## config.mk

```make
export PLATFORM = sky130hd
export DESIGN_NAME = dram_cmd_sched
export DESIGN_NICKNAME = d
export VERILOG_FILES = /design/src/rtl/sched_pkg.sv /design/src/rtl/open_row_table.sv /design/src/rtl/bank_timers.sv /design/src/rtl/rd_return_pipe.sv /design/src/rtl/dram_cmd_sched.sv
export SDC_FILE = /design/constraint.sdc
export NUM_CORES = 2
export LEC_CHECK = 0
export BUFFER_PORTS_ARGS = -buffer_cell sky130_fd_sc_hd__buf_2
export CAP_MARGIN = 25
export CELL_PAD_IN_SITES_DETAIL_PLACEMENT = 1
export CELL_PAD_IN_SITES_GLOBAL_PLACEMENT = 2
export CORE_MARGIN = 4
export CORE_UTILIZATION = 47
export DETAILED_ROUTE_END_ITERATION = 10
export PLACE_DENSITY_LB_ADDON = 0.05
export SYNTH_ARGS = -nofsm -noshare
export SYNTH_HDL_FRONTEND = slang
export SYNTH_HIERARCHICAL = 1
export SYNTH_SLANG_ARGS = --single-unit
```

## constraint.sdc

```tcl
create_clock -name clk -period 9 [get_ports clk]
set_clock_uncertainty 0.05 [all_clocks]
set_input_delay 2.25 -clock clk [delete_from_list [all_inputs] [get_ports clk]]
set_output_delay 2.25 -clock clk [all_outputs]
set_load 0.01 [all_outputs]
```

## src/rtl/sched_pkg.sv

```systemverilog
package sched_pkg;
    typedef enum logic [1:0] {
        CMD_PRE = 2'd0,
        CMD_ACT = 2'd1,
        CMD_RD  = 2'd2,
        CMD_WR  = 2'd3
    } cmd_e;

    typedef enum logic [1:0] {
        ST_IDLE,
        ST_CLOSE,
        ST_OPEN,
        ST_ACCESS
    } st_e;
endpackage

```

## src/rtl/open_row_table.sv

```systemverilog
module open_row_table #(
    parameter int NB    = 32,
    parameter int ROW_W = 16,
    localparam int BI_W = $clog2(NB)
) (
    input  logic             clk,
    input  logic             rst_n,
    input  logic             act_en,
    input  logic             pre_en,
    input  logic [BI_W-1:0]  upd_bank,
    input  logic [ROW_W-1:0] upd_row,
    input  logic [BI_W-1:0]  lk_bank,
    output logic             lk_open,
    output logic [ROW_W-1:0] lk_row
);
    logic [NB-1:0] open_q;
    logic [ROW_W-1:0] row_q [NB];

    for (genvar b = 0; b < NB; b++) begin : g_bank
        always_ff @(posedge clk) begin
            if (!rst_n) begin
                open_q[b] <= 1'b0;
                row_q[b]  <= '0;
            end else if (act_en && upd_bank == BI_W'(b)) begin
                open_q[b] <= 1'b1;
                row_q[b]  <= upd_row;
            end else if (pre_en && upd_bank == BI_W'(b)) begin
                open_q[b] <= 1'b0;
            end
        end


        other_bank_chk: assert property (@(posedge clk) disable iff (!rst_n)
            ((act_en || pre_en) && upd_bank != BI_W'(b)) |=> $stable(row_q[b]) && $stable(open_q[b]));
    end

    assign lk_open = open_q[lk_bank];
    assign lk_row  = row_q[lk_bank];
endmodule

```

## src/rtl/bank_timers.sv

```systemverilog
module bank_timers #(
    parameter int NB    = 32,
    parameter int T_RCD = 4,
    parameter int T_RP  = 4,
    parameter int T_RAS = 10,
    localparam int BI_W = $clog2(NB),
    localparam int TMAX = (T_RAS > T_RCD) ? ((T_RAS > T_RP) ? T_RAS : T_RP)
                                          : ((T_RCD > T_RP) ? T_RCD : T_RP),
    localparam int CW   = (TMAX < 2) ? 1 : $clog2(TMAX + 1)
) (
    input  logic            clk,
    input  logic            rst_n,
    input  logic            act_en,
    input  logic            pre_en,
    input  logic            col_en,
    input  logic [BI_W-1:0] bank,
    output logic            can_pre,
    output logic            can_act,
    output logic            can_col
);
    logic [CW-1:0] rcd_q [NB];
    logic [CW-1:0] rp_q  [NB];
    logic [CW-1:0] ras_q [NB];

    for (genvar b = 0; b < NB; b++) begin : g_bank
        logic sel;
        assign sel = (bank == BI_W'(b));

        always_ff @(posedge clk) begin
            if (!rst_n) begin
                rcd_q[b] <= '0;
                rp_q[b]  <= '0;
                ras_q[b] <= '0;
            end else begin
                if (act_en && sel) begin
                    rcd_q[b] <= CW'(T_RCD - 1);
                    ras_q[b] <= CW'(T_RAS - 1);
                end else begin
                    if (rcd_q[b] != '0) rcd_q[b] <= rcd_q[b] - 1'b1;
                    if (ras_q[b] != '0) ras_q[b] <= ras_q[b] - 1'b1;
                end
                if (pre_en && sel)
                    rp_q[b] <= CW'(T_RP - 1);
                else if (rp_q[b] != '0)
                    rp_q[b] <= rp_q[b] - 1'b1;
            end
        end


        col_gap_chk: assert property (@(posedge clk) disable iff (!rst_n)
            (col_en && sel) |-> rcd_q[b] == '0);

        act_gap_chk: assert property (@(posedge clk) disable iff (!rst_n)
            (act_en && sel) |-> rp_q[b] == '0);

        pre_gap_chk: assert property (@(posedge clk) disable iff (!rst_n)
            (pre_en && sel) |-> ras_q[b] == '0);
    end

    assign can_col = (rcd_q[bank] == '0);
    assign can_act = (rp_q[bank]  == '0);
    assign can_pre = (ras_q[bank] == '0);
endmodule

```

## src/rtl/rd_return_pipe.sv

```systemverilog
module rd_return_pipe #(
    parameter int CL = 4
) (
    input  logic clk,
    input  logic rst_n,
    input  logic rd_en,
    output logic rd_valid
);
    logic [CL-1:0] sr_q;

    if (CL == 1) begin : g_one
        always_ff @(posedge clk) begin
            if (!rst_n) sr_q <= '0;
            else        sr_q <= rd_en;
        end
    end else begin : g_many
        always_ff @(posedge clk) begin
            if (!rst_n) sr_q <= '0;
            else        sr_q <= {sr_q[CL-2:0], rd_en};
        end
    end

    assign rd_valid = sr_q[CL-1];
endmodule

```

## src/rtl/dram_cmd_sched.sv

```systemverilog
module dram_cmd_sched
    import sched_pkg::*;
#(
    parameter int BG_W   = 3,
    parameter int BA_W   = 2,
    parameter int ROW_W  = 16,
    parameter int COL_W  = 10,
    parameter int CL     = 4,
    parameter int T_RCD  = 4,
    parameter int T_RP   = 4,
    parameter int T_RAS  = 10,
    parameter int CNT_W  = 16,
    localparam int BI_W   = BG_W + BA_W,
    localparam int NB     = 1 << BI_W,
    localparam int ADDR_W = BI_W + ROW_W + COL_W,
    localparam int BUS_W  = BI_W + ROW_W,
    localparam int PAD_W  = ROW_W - COL_W
) (
    input  logic              clk,
    input  logic              rst_n,
    input  logic              req_valid,
    output logic              req_ready,
    input  logic              req_write,
    input  logic [ADDR_W-1:0] req_addr,
    output logic              cmd_valid,
    output logic [1:0]        cmd_code,
    output logic [BUS_W-1:0]  cmd_addr,
    output logic              rd_valid,
    output logic [CNT_W-1:0]  hit_count,
    output logic [CNT_W-1:0]  miss_count
);
    st_e st_q, st_d;

    logic             q_write;
    logic [BI_W-1:0]  q_bank;
    logic [ROW_W-1:0] q_row;
    logic [COL_W-1:0] q_col;

    logic [BI_W-1:0]  in_bank;
    logic [ROW_W-1:0] in_row;
    logic             lk_open;
    logic [ROW_W-1:0] lk_row;
    logic             accept, is_hit;
    logic             can_pre, can_act, can_col;
    logic             issue_pre, issue_act, issue_col, issue_rd, issue_wr;

    assign in_bank = req_addr[ADDR_W-1 -: BI_W];
    assign in_row  = req_addr[COL_W +: ROW_W];
    assign accept  = req_valid && (st_q == ST_IDLE);
    assign is_hit  = lk_open && (lk_row == in_row);

    open_row_table #(.NB(NB), .ROW_W(ROW_W)) u_table (
        .clk      (clk),
        .rst_n    (rst_n),
        .act_en   (issue_act),
        .pre_en   (issue_pre),
        .upd_bank (q_bank),
        .upd_row  (q_row),
        .lk_bank  (in_bank),
        .lk_open  (lk_open),
        .lk_row   (lk_row)
    );

    bank_timers #(.NB(NB), .T_RCD(T_RCD), .T_RP(T_RP), .T_RAS(T_RAS)) u_timers (
        .clk     (clk),
        .rst_n   (rst_n),
        .act_en  (issue_act),
        .pre_en  (issue_pre),
        .col_en  (issue_col),
        .bank    (q_bank),
        .can_pre (can_pre),
        .can_act (can_act),
        .can_col (can_col)
    );

    rd_return_pipe #(.CL(CL)) u_rdpipe (
        .clk      (clk),
        .rst_n    (rst_n),
        .rd_en    (issue_rd),
        .rd_valid (rd_valid)
    );

    // state register and request latch
    always_ff @(posedge clk) begin
        if (!rst_n) begin
            st_q    <= ST_IDLE;
            q_write <= 1'b0;
            q_bank  <= '0;
            q_row   <= '0;
            q_col   <= '0;
        end else begin
            st_q <= st_d;
            if (accept) begin
                q_write <= req_write;
                q_bank  <= in_bank;
                q_row   <= in_row;
                q_col   <= req_addr[COL_W-1:0];
            end
        end
    end

    // next state
    always_comb begin
        st_d = st_q;
        unique case (st_q)
            ST_IDLE:   if (req_valid) st_d = is_hit ? ST_ACCESS : (lk_open ? ST_CLOSE : ST_OPEN);
            ST_CLOSE:  if (can_pre) st_d = ST_OPEN;
            ST_OPEN:   if (can_act) st_d = ST_ACCESS;
            ST_ACCESS: if (can_col) st_d = ST_IDLE;
            default:   st_d = ST_IDLE;
        endcase
    end

    // outputs
    always_comb begin
        req_ready = 1'b0;
        issue_pre = 1'b0;
        issue_act = 1'b0;
        issue_col = 1'b0;
        cmd_code  = CMD_PRE;
        cmd_addr  = {q_bank, {ROW_W{1'b0}}};
        unique case (st_q)
            ST_IDLE:   req_ready = 1'b1;
            ST_CLOSE:  issue_pre = can_pre;
            ST_OPEN: begin
                issue_act = can_act;
                cmd_code  = CMD_ACT;
                cmd_addr  = {q_bank, q_row};
            end
            ST_ACCESS: begin
                issue_col = can_col;
                cmd_code  = q_write ? CMD_WR : CMD_RD;
                cmd_addr  = {q_bank, {PAD_W{1'b0}}, q_col};
            end
            default: ;
        endcase
    end

    assign issue_rd  = issue_col && !q_write;
    assign issue_wr  = issue_col && q_write;
    assign cmd_valid = issue_pre || issue_act || issue_col;

    always_ff @(posedge clk) begin
        if (!rst_n) begin
            hit_count  <= '0;
            miss_count <= '0;
        end else if (accept) begin
            if (is_hit) hit_count  <= hit_count + 1'b1;
            else        miss_count <= miss_count + 1'b1;
        end
    end


    one_at_a_time_chk: assert property (@(posedge clk) disable iff (!rst_n)
        accept |=> !req_ready);

    hit_direct_chk: assert property (@(posedge clk) disable iff (!rst_n)
        (accept && is_hit) |=> (st_q == ST_ACCESS));

    single_cmd_chk: assert property (@(posedge clk) disable iff (!rst_n)
        $onehot0({issue_pre, issue_act, issue_rd, issue_wr}));

    count_excl_chk: assert property (@(posedge clk) disable iff (!rst_n)
        (hit_count != $past(hit_count)) |-> (miss_count == $past(miss_count)));
endmodule

```

==> flow_summary.json <==
{
  "yosys-top-cells-area": "edfxtp_1, and2_1, mux2i_1",
  "start_kind": "flip-flop",
  "synth_common_cells": "edfxtp_1, and2_1, mux2i_1, nand2_1, nor2_1",
  "synth_edf_count": 896,
  "yosys.area_share.simple_pct": 19.2,
  "min_delay_path_depth": 1,
  "syn_inst": 4670,
  "gp_congestion": 0.836,
  "period_needed_ps": 6600,
  "grt_antenna_before_repair": 11,
  "worst_skew_pair.late_latency_ps": 720,
  "ant_nets": 0,
  "period_share_pct": 73.3,
  "power_leakage_uw": 0.0219,
  "setup_tns_ps": 0,
  "slew_viol_final": 0,
  "timing.rr.start": "q_bank[1]",
  "async_flop_share_pct": 0,
  "viasPerCell": 5.83,
  "slew_headroom_pct": 25.0,
  "core-area_um2": 109000,
  "rows": 121,
  "synth_fp_nets": 4809,
  "syn_area_um2": 51800,
  "final_cell_area_um2": 57500,
  "setup_violations": 0,
  "yosysWarnings": 6,
  "synth_top_area_share_pct": 51.9,
  "grt-ovfl-total": 0,
  "drive_gt1_share_pct": 9.90,
  "cts-resized-gates": 0,
  "yosysMostFrequentCell": "edfxtp_1",
  "synth_top_family_by_area": "simple AND/OR/NAND/NOR gates",
  "vias": 36600,
  "synth_xor_area_share_pct": 1.22,
  "cts_buffers": 112,
  "post_drt_wl_per_cell_um": 24.3,
  "path_cells": "inv_1, buf_4, o311ai_0, a31oi_1, o21a_1, o22ai_1, nand2_1, inv_1, or3_1, buf_2",
  "drtIter0Drc": 2661,
  "hold_class": "reg2reg",
  "cp-end-kind": "primary output",
  "grt_usage_pct": 25.9,
  "r2r_setup_slack_ps": 3650,
  "synth_compound_area_share_pct": 10.0,
  "path_common_cell": "inv_1",
  "ctsHtreeMaxLevel": 3,
  "rsz0062_at_grt": "false",
  "grt_max_degree": 123,
  "die_w_um": 340,
  "cts_num_sinks": 998,
  "routed_wl_um": 153000,
  "die_area_um2": 116000,
  "power_density_nw_per_um2": 284,
  "maxCapViolations": 0,
  "cts_buffer_depth": 3,
  "synth_top_area_cell": "edfxtp_1",
  "drcViolationCount": 0,
  "critical_path_class": "reg2out",
  "postCtsSetupRepairBufs": 0,
  "ir_worst_vdd_uv": 195,
  "path_max_fanout": 34,
  "dp_hpwl_um": 104000,
  "start_util_pct": 47.5,
  "portBuffers": 92,
  "cts.clk_slew.worst_paths_ps": 60,
  "synth_flop_cell": "edfxtp_1",
  "first_global_vias": 37100,
  "cp_slowest_cell": "o311ai_0",
  "synth-seq-cells": 998,
  "worst_pin_slew_ps": 1120,
  "ys_types": 75,
  "root_buffer": "clkbuf_16",
  "cpPeakStageDelay_ps": 970,
  "crit_required_ps": 6700,
  "reg2reg_depth": 10,
  "avgSynthCellArea_um2": 11.1,
  "first_pass_iters": 5,
  "io_pins": 93,
  "die_h_um": 340,
  "syn_to_final_growth_pct": 10.9,
  "cts_hold_buf": 0,
  "seq_area_frac_synth_pct": 55.8,
  "fmax_ghz": 0.152,
  "hp-start": "u_rdpipe/sr_q[2]",
  "cp_data_arrival_time_ps": 4300,
  "cts_tree": "built",
  "synth.area.mux_share_pct": 7.28,
  "hold_viol_final": 0,
  "cp-startpoint": "q_bank[0]",
  "layout.nets": 4839,
  "synth_fa_ha_area_share_pct": 2.51,
  "grt_pass1_wl_um": 231000,
  "outcome": "completed",
  "dpl-instance-area_um2": 53800
}
==> placed cells by master (no fill, tap or decap), drive strengths merged, types with 12 or more instances in the layout <==
| cell | instances |
|---|---|
| a21o | 12 |
| a21oi | 175 |
| a22o | 44 |
| a22oi | 72 |
| a31oi | 24 |
| and2 | 585 |
| buf | 195 |
| clkbuf | 149 |
| clkinv | 56 |
| dfxtp | 102 |
| edfxtp | 896 |
| ha | 104 |
| inv | 208 |
| mux2 | 38 |
| mux2i | 312 |
| nand2 | 310 |
| nand2b | 65 |
| nand3 | 89 |
| nand3b | 27 |
| nand4 | 36 |
| nor2 | 302 |
| nor2b | 35 |
| nor3 | 215 |
| nor3b | 83 |
| nor4 | 30 |
| o211ai | 57 |
| o21a | 128 |
| o21ai | 171 |
| o22ai | 26 |
| o31a | 14 |
| o31ai | 14 |
| or3 | 37 |
| or4 | 12 |
| xnor2 | 72 |
==> flip-flops by register name (all words and copies together), names as in the netlist, 10 cells and up <==
name,cells
u_table/open_q,32
u_table/row_q,512
q_col,10
u_timers/rcd_q,128
u_timers/rp_q,128
u_timers/ras_q,128
q_row,16
miss_count,16
hit_count,16
==> power breakdown <==
group / total [µW] / switching, µW / internal, µW
combinational: 4760 / 2840 / 1920
clock: 4500 / 1930 / 2580
sequential: 7050 / 777 / 6270
total: 16300 / 5540 / 10800
==> worst paths after layout <==
path / end
setup reg to reg: u_table/row_q[29][3]
setup / recovery: cmd_valid
hold / removal: u_rdpipe/sr_q[3]
hold reg to reg: u_rdpipe/sr_q[3]
==> per-stage QoR <==
| stage | utilization, % | setup WS [ps] | power [µW] | hold WS, ps | cells |
|---|---|---|---|---|---|
| 3_3_place_gp | 49.1 | 2310 | 11700 | 369 | 6039 |
| 3_5_place_dp | 49.3 | 2320 | 11900 | 374 | 6054 |
| 5_1_grt | 52.6 | 2080 | 17300 | 396 | 6276 |
| 6_report | 52.7 | 2400 | 16300 | 383 | 6284 |
| 4_1_cts | 52.6 | 2380 | 16400 | 387 | 6268 |
| 2_1_floorplan | - | 4170 | 10300 | 356 | 4670 |
==> final cells by class <==
cell class,instances,area [µm²]
sequential,998,29000
clock inverter,65,593
timing repair buffer,195,1370
antenna,8,20.0
clock buffer,149,3000
tap,1476,1850
fill,11500,51700
inverter,207,777
multi-input combinational,3186,20900
==> critical path: cells and delay by family, from the launching register on <==
family | cells | cell delay, ps
DFF | 1 | 740
and+or+nand+nor | 2 | 330
AOI/OAI and AO/OA | 4 | 1840
buffers and inverters | 4 | 640
==> routing by layer <==
layer	routed length, µm	vias up	global-route usage [%]
li1	-	17000	-
met1	67000	18600	34.8
met2	74600	837	44.2
met3	6820	219	3.03
met4	4550	2	7.58
met5	12	-	0
==> logic make-up after synthesis <==
logic type	count (synthesis)
AO/OA/AOI/OAI	798
XOR/XNOR	72
adder cells (fa/ha/maj)	104
buffers and inverters	486
flip-flops	998
multiplexers	360
AND/OR/NAND/NOR	1852
Note: power is estimated with default switching activity, not from simulation.
